[config.mk]
export PLATFORM = sky130hd
export DESIGN_NAME = mc_ctrl_fsm
export DESIGN_NICKNAME = d
export VERILOG_FILES = /design/src/rtl/mcc_pkg.sv /design/src/rtl/mcc_state_reg.sv /design/src/rtl/mcc_next_state.sv /design/src/rtl/mcc_ctrl_decode.sv /design/src/rtl/mc_ctrl_fsm.sv
export SDC_FILE = /design/constraint.sdc
export NUM_CORES = 1
export LEC_CHECK = 0
export BUFFER_PORTS_ARGS = -buffer_cell sky130_fd_sc_hd__clkbuf_2
export CORE_AREA = 2 2 39 41
export DETAILED_ROUTE_END_ITERATION = 12
export DIE_AREA = 0 0 41 43
export PLACE_DENSITY = 0.71
export SYNTH_ARGS = -nofsm -noshare
export SYNTH_HDL_FRONTEND = slang
export SYNTH_HIERARCHICAL = 1
export SYNTH_SLANG_ARGS = --single-unit
[constraint.sdc]
create_clock -name clk -period 2.7 [get_ports clk]
set_input_delay 0.54 -clock clk [delete_from_list [all_inputs] [get_ports clk]]
set_output_delay 0.54 -clock clk [all_outputs]
set_load 0.05 [all_outputs]
[src/rtl/mcc_pkg.sv]
package mcc_pkg;
  localparam int STATE_W = 4;
  localparam int OP_W    = 6;

  localparam logic [STATE_W-1:0] S_FETCH  = 4'd0;
  localparam logic [STATE_W-1:0] S_DECODE = 4'd1;
  localparam logic [STATE_W-1:0] S_ADDR   = 4'd2;
  localparam logic [STATE_W-1:0] S_LDMEM  = 4'd3;
  localparam logic [STATE_W-1:0] S_LDWB   = 4'd4;
  localparam logic [STATE_W-1:0] S_STMEM  = 4'd5;
  localparam logic [STATE_W-1:0] S_REXE   = 4'd6;
  localparam logic [STATE_W-1:0] S_RFIN   = 4'd7;
  localparam logic [STATE_W-1:0] S_BRDONE = 4'd8;
  localparam logic [STATE_W-1:0] S_JMP    = 4'd9;
  localparam logic [STATE_W-1:0] S_ORIEXE = 4'd10;
  localparam logic [STATE_W-1:0] S_ORIFIN = 4'd11;

  localparam logic [OP_W-1:0] OP_RR   = 6'b000000;
  localparam logic [OP_W-1:0] OP_JMP  = 6'b000010;
  localparam logic [OP_W-1:0] OP_BEQ  = 6'b000100;
  localparam logic [OP_W-1:0] OP_ORI  = 6'b001011;
  localparam logic [OP_W-1:0] OP_LD   = 6'b100011;
  localparam logic [OP_W-1:0] OP_ST   = 6'b101011;

  localparam logic [1:0] ALU_ADD = 2'b00;
  localparam logic [1:0] ALU_SUB = 2'b01;
  localparam logic [1:0] ALU_FN  = 2'b10;
  localparam logic [1:0] ALU_OR  = 2'b11;

  localparam logic [2:0] SB_RT   = 3'b000;
  localparam logic [2:0] SB_FOUR = 3'b001;
  localparam logic [2:0] SB_SEXT = 3'b010;
  localparam logic [2:0] SB_SHL2 = 3'b011;
  localparam logic [2:0] SB_ZEXT = 3'b100;

  localparam logic [1:0] PCS_ALU = 2'b00;
  localparam logic [1:0] PCS_TGT = 2'b01;
  localparam logic [1:0] PCS_JMP = 2'b10;

  typedef struct packed {
    logic       pc_wr;
    logic       pc_wr_cond;
    logic       ir_wr;
    logic       mem_rd;
    logic       mem_wr;
    logic       iord;
    logic       reg_wr;
    logic       reg_dst;
    logic       mem_to_reg;
    logic [1:0] alu_op;
    logic       src_a;
    logic [2:0] src_b;
    logic [1:0] pc_src;
  } ctrl_t;
endpackage

[src/rtl/mcc_state_reg.sv]
module mcc_state_reg #(
  parameter int W = 4
) (
  input  logic         clk,
  input  logic         rst,
  input  logic [W-1:0] d,
  output logic [W-1:0] q
);
  always_ff @(posedge clk) begin
    if (rst) q <= '0;
    else     q <= d;
  end
endmodule

[src/rtl/mcc_next_state.sv]
module mcc_next_state
  import mcc_pkg::*;
(
  input  logic [STATE_W-1:0] state,
  input  logic [OP_W-1:0]    opcode,
  output logic [STATE_W-1:0] next,
  output logic               back_to_fetch
);
  // Opcode dispatch out of the decode state.
  function automatic logic [STATE_W-1:0] decode_target(input logic [OP_W-1:0] op);
    case (op)
      OP_RR:        return S_REXE;
      OP_JMP:       return S_JMP;
      OP_BEQ:       return S_BRDONE;
      OP_ORI:       return S_ORIEXE;
      OP_LD, OP_ST: return S_ADDR;
      default:      return S_FETCH;
    endcase
  endfunction

  // Split of the memory path after address calculation.
  function automatic logic [STATE_W-1:0] addr_target(input logic [OP_W-1:0] op);
    return (op == OP_ST) ? S_STMEM : S_LDMEM;
  endfunction

  always_comb begin
    case (state)
      S_FETCH:  next = S_DECODE;
      S_DECODE: next = decode_target(opcode);
      S_ADDR:   next = addr_target(opcode);
      S_LDMEM:  next = S_LDWB;
      S_REXE:   next = S_RFIN;
      S_ORIEXE: next = S_ORIFIN;
      default:  next = S_FETCH;
    endcase
  end

  assign back_to_fetch = (next == S_FETCH);
endmodule

[src/rtl/mcc_ctrl_decode.sv]
module mcc_ctrl_decode
  import mcc_pkg::*;
(
  input  logic [STATE_W-1:0] state,
  output ctrl_t              ctrl
);
  always_comb begin
    ctrl = '0;
    case (state)
      S_FETCH: begin
        ctrl.pc_wr = 1'b1; ctrl.ir_wr = 1'b1; ctrl.mem_rd = 1'b1;
        ctrl.alu_op = ALU_ADD; ctrl.src_b = SB_FOUR; ctrl.pc_src = PCS_ALU;
      end
      S_DECODE: begin
        ctrl.alu_op = ALU_ADD; ctrl.src_b = SB_SHL2;
      end
      S_ADDR: begin
        ctrl.src_a = 1'b1; ctrl.src_b = SB_SEXT;
      end
      S_LDMEM: begin
        ctrl.mem_rd = 1'b1; ctrl.iord = 1'b1;
        ctrl.src_a = 1'b1; ctrl.src_b = SB_SEXT;
      end
      S_LDWB: begin
        ctrl.reg_wr = 1'b1; ctrl.mem_to_reg = 1'b1;
        ctrl.src_a = 1'b1; ctrl.src_b = SB_SEXT;
      end
      S_STMEM: begin
        ctrl.mem_wr = 1'b1; ctrl.iord = 1'b1;
        ctrl.src_a = 1'b1; ctrl.src_b = SB_SEXT;
      end
      S_REXE: begin
        ctrl.reg_dst = 1'b1; ctrl.alu_op = ALU_FN;
        ctrl.src_a = 1'b1; ctrl.src_b = SB_RT;
      end
      S_RFIN: begin
        ctrl.reg_wr = 1'b1; ctrl.reg_dst = 1'b1; ctrl.alu_op = ALU_FN;
        ctrl.src_a = 1'b1; ctrl.src_b = SB_RT;
      end
      S_BRDONE: begin
        ctrl.pc_wr_cond = 1'b1; ctrl.alu_op = ALU_SUB;
        ctrl.src_a = 1'b1; ctrl.pc_src = PCS_TGT;
      end
      S_JMP: begin
        ctrl.pc_wr = 1'b1; ctrl.pc_src = PCS_JMP;
      end
      S_ORIEXE: begin
        ctrl.alu_op = ALU_OR; ctrl.src_a = 1'b1; ctrl.src_b = SB_ZEXT;
      end
      S_ORIFIN: begin
        ctrl.reg_wr = 1'b1; ctrl.alu_op = ALU_OR;
        ctrl.src_a = 1'b1; ctrl.src_b = SB_ZEXT;
      end
      default: ctrl = '0;
    endcase
  end
endmodule

[src/rtl/mc_ctrl_fsm.sv]
module mc_ctrl_fsm
  import mcc_pkg::*;
(
  input  logic       clk,
  input  logic       rst,
  input  logic [5:0] opcode,
  output logic [3:0] state_o,
  output logic       pc_wr,
  output logic       pc_wr_cond,
  output logic       ir_wr,
  output logic       mem_rd,
  output logic       mem_wr,
  output logic       iord,
  output logic       reg_wr,
  output logic       reg_dst,
  output logic       mem_to_reg,
  output logic [1:0] alu_op,
  output logic       alu_src_a,
  output logic [2:0] alu_src_b,
  output logic [1:0] pc_src
);
  logic [STATE_W-1:0] state_q;
  logic [STATE_W-1:0] state_d;
  logic               back_to_fetch;
  ctrl_t              ctrl;

  mcc_state_reg #(.W(STATE_W)) u_sreg (
    .clk(clk), .rst(rst), .d(state_d), .q(state_q)
  );

  mcc_next_state u_ns (
    .state(state_q), .opcode(opcode), .next(state_d), .back_to_fetch(back_to_fetch)
  );

  mcc_ctrl_decode u_dec (
    .state(state_q), .ctrl(ctrl)
  );

  assign state_o    = state_q;
  assign pc_wr      = ctrl.pc_wr;
  assign pc_wr_cond = ctrl.pc_wr_cond;
  assign ir_wr      = ctrl.ir_wr;
  assign mem_rd     = ctrl.mem_rd;
  assign mem_wr     = ctrl.mem_wr;
  assign iord       = ctrl.iord;
  assign reg_wr     = ctrl.reg_wr;
  assign reg_dst    = ctrl.reg_dst;
  assign mem_to_reg = ctrl.mem_to_reg;
  assign alu_op     = ctrl.alu_op;
  assign alu_src_a  = ctrl.src_a;
  assign alu_src_b  = ctrl.src_b;
  assign pc_src     = ctrl.pc_src;
endmodule

==> metrics.md <==
| Metric | Value |
|---|---|
| Outcome | `finished clean` |
| DR vias | `about 560` |
| Top flop regs | `u_sreg/q x4` |
| Commonest non-fill, non-tap cell in the layout | `clkbuf_2` |
| Final setup fails | `0` |
| Endpoints failing hold | `0` |
| CTS tree | `built` |
| Antenna diodes | `0` |
| Period utilization | `0.8373` |
| Vias per inst | `between 5 and 6` |
| Top-Level Pins | `29` |
| Post-Syn Instances | `69` |
| Max reg flops | `4` |
| # DRC | `0` |
| Nets | `104` |
| Critical path class | `register to primary output` |
| Critical path data arrival time | `~1.7 ns` |
| Syn Std Cell Area | `494.2 sq um` |
| Mapped Nets | `77` |
| FP Rows | `14` |
| Final clock skew | `0.001645 ns` |
| Fillers | `146` |
| Max Root-Sink Buffers | `2` |
| Post-CTS Setup Bufs | `0` |
| Share of post-route cells with drive strength above 1 | `0.3723` |
| Reg2Reg Depth | `6` |
| RSZ-0062 raised after global routing | `false` |
| Top reg by flops | `u_sreg/q` |
| Crit path from | `u_sreg/q[2]` |
| CTS root buf | `clkbuf_4` |
| Register area | `80.08 sq um` |
| Clock transition at the registers of the reported paths | `approximately 0.04 ns` |
| Relative slew slack | `0.5414` |
| Fin crit period | `between 2 and 2.5 ns` |
| CTS Buf Count | `3` |
| Yosys warnings | `6` |
| Worst-Margin Slew | `0.6870 ns` |
| Crit start category | `register` |
| DR pass1 iterations | `4` |
| Die area | `1763 sq um` |
| Worst setup EP type | `primary output` |
| P&R area growth vs syn | `26.84%` |
| End of the critical path | `reg_wr` |
| DRT Wirelength | `~1.2 mm` |
| # Max-Cap Violations | `0` |
| Iteration-0 DRC Markers | `6` |
| Hold Crit Class | `input port to register` |
| Setup ws final | `between 0.4 and 0.5 ns` |
| CTS Hold Bufs | `0` |
| WL/cell | `approximately 11 um` |
| Commonest cells after routing, fill and taps aside | `28 x clkbuf_2, 9 x nor2_1, 6 x a21oi_1, 5 x nor3_1, 5 x nor2b_1` |
| Max Freq | `442.3 MHz` |
| Number of global-route vias before repair | `448` |
| PwrDens | `328.4 nW/um^2` |
| VDD IR-drop max | `0.1255 mV` |
| Starting density of the core | `0.3571` |
| Post-detailed-route count of antenna-violating nets | `0` |
| Post-place setup slack | `0.6881 ns` |
| PortBufs | `28` |
| Final Max Tran Viols | `0` |
| Synthesized area per cell | `7.163 sq um` |
| CTS H-tree depth | `1` |
| Gpl congestion | `0.7781` |
| R2R Setup Slk | `around 1.2 ns` |
| Initial antenna violation count | `0` |
| Reg2Reg Launch Point | `u_sreg/q[0]` |
| Resized cells post-CTS | `0` |
| First-pass GRT wire length | `roughly 1.8 mm` |
| Final hold slack | `between 0.5 and 0.6 ns` |
| Gr usage total | `0.1446` |
| Multi-input logic area | `360.3 sq um` |
| Die Wd | `41 um` |
| Crit path max fanout | `20` |
| Global route overflow | `0` |
| CORE AREA | `roughly 1400 sq um` |
| Leakage | `0.2712 nW` |
| Later-pin clock latency in the skew report | `0.23 ns` |
| CTS sink count | `4` |
| DP HPWL | `884.3 um` |
| Reg2reg end | `u_sreg/q[1]` |
| Fin Setup TNS | `0 ns` |
| Die H | `between 40 and 50 um` |
| CP Data Required Time | `2.16 ns` |
| Largest net degree at the start of global routing | `21` |
power breakdown:
group / switching [mW] / internal [mW]
combinational: 0.0490 / 0.0201
clock: 0.0206 / 0.0495
sequential: 0.00564 / 0.0611
total: 0.0752 / 0.131
critical path: stages, from the launching register on:
cell and delay (ns):
dfxtp_1 0.75, nand2b_1 0.23, o22ai_1 0.21, clkbuf_2 0.30
metal layers:
layer  track usage  vias up  wire (um)
met4       0.06000        0          0
met3       0.05236        0        111
met2        0.2063       28        510
li1              -      300          -
met1        0.1897      230        535
met5             0        -          0
per-stage QoR:
stage | power, mW | utilization | cells | instance area, sq um
after CTS | 0.2101 | 0.4530 | 110 | 626.9
after global placement | 0.1365 | 0.4367 | 107 | 604.3
after detailed placement | 0.1371 | 0.4367 | 107 | 604.3
after global routing | 0.2203 | 0.4530 | 110 | 626.9
after floorplan | 0.1198 | - | 69 | 494.2
final | 0.2059 | 0.4530 | 110 | 626.9
cell type report:
cell class,instances,area share
multi-input combinational,58,0.5749
tap,16,0.03194
clock buffer,3,0.03593
inverter,1,0.005988
timing repair buffer,28,0.2236
sequential,4,0.1277
worst min-delay path by stage:
stage / depth (start not counted) / to / slack (ns) / start
5_1_grt: 2 / u_sreg/q[2] / 0.52 / rst
3_5_place_dp: 2 / u_sreg/q[3] / 0.76 / rst
3_3_place_gp: 2 / u_sreg/q[2] / 0.76 / rst
2_1_floorplan: 1 / u_sreg/q[0] / 0.61 / rst
4_1_cts: 2 / u_sreg/q[3] / 0.51 / rst
6_report: 2 / u_sreg/q[2] / 0.52 / rst
Power figures use the tool's default switching activity.
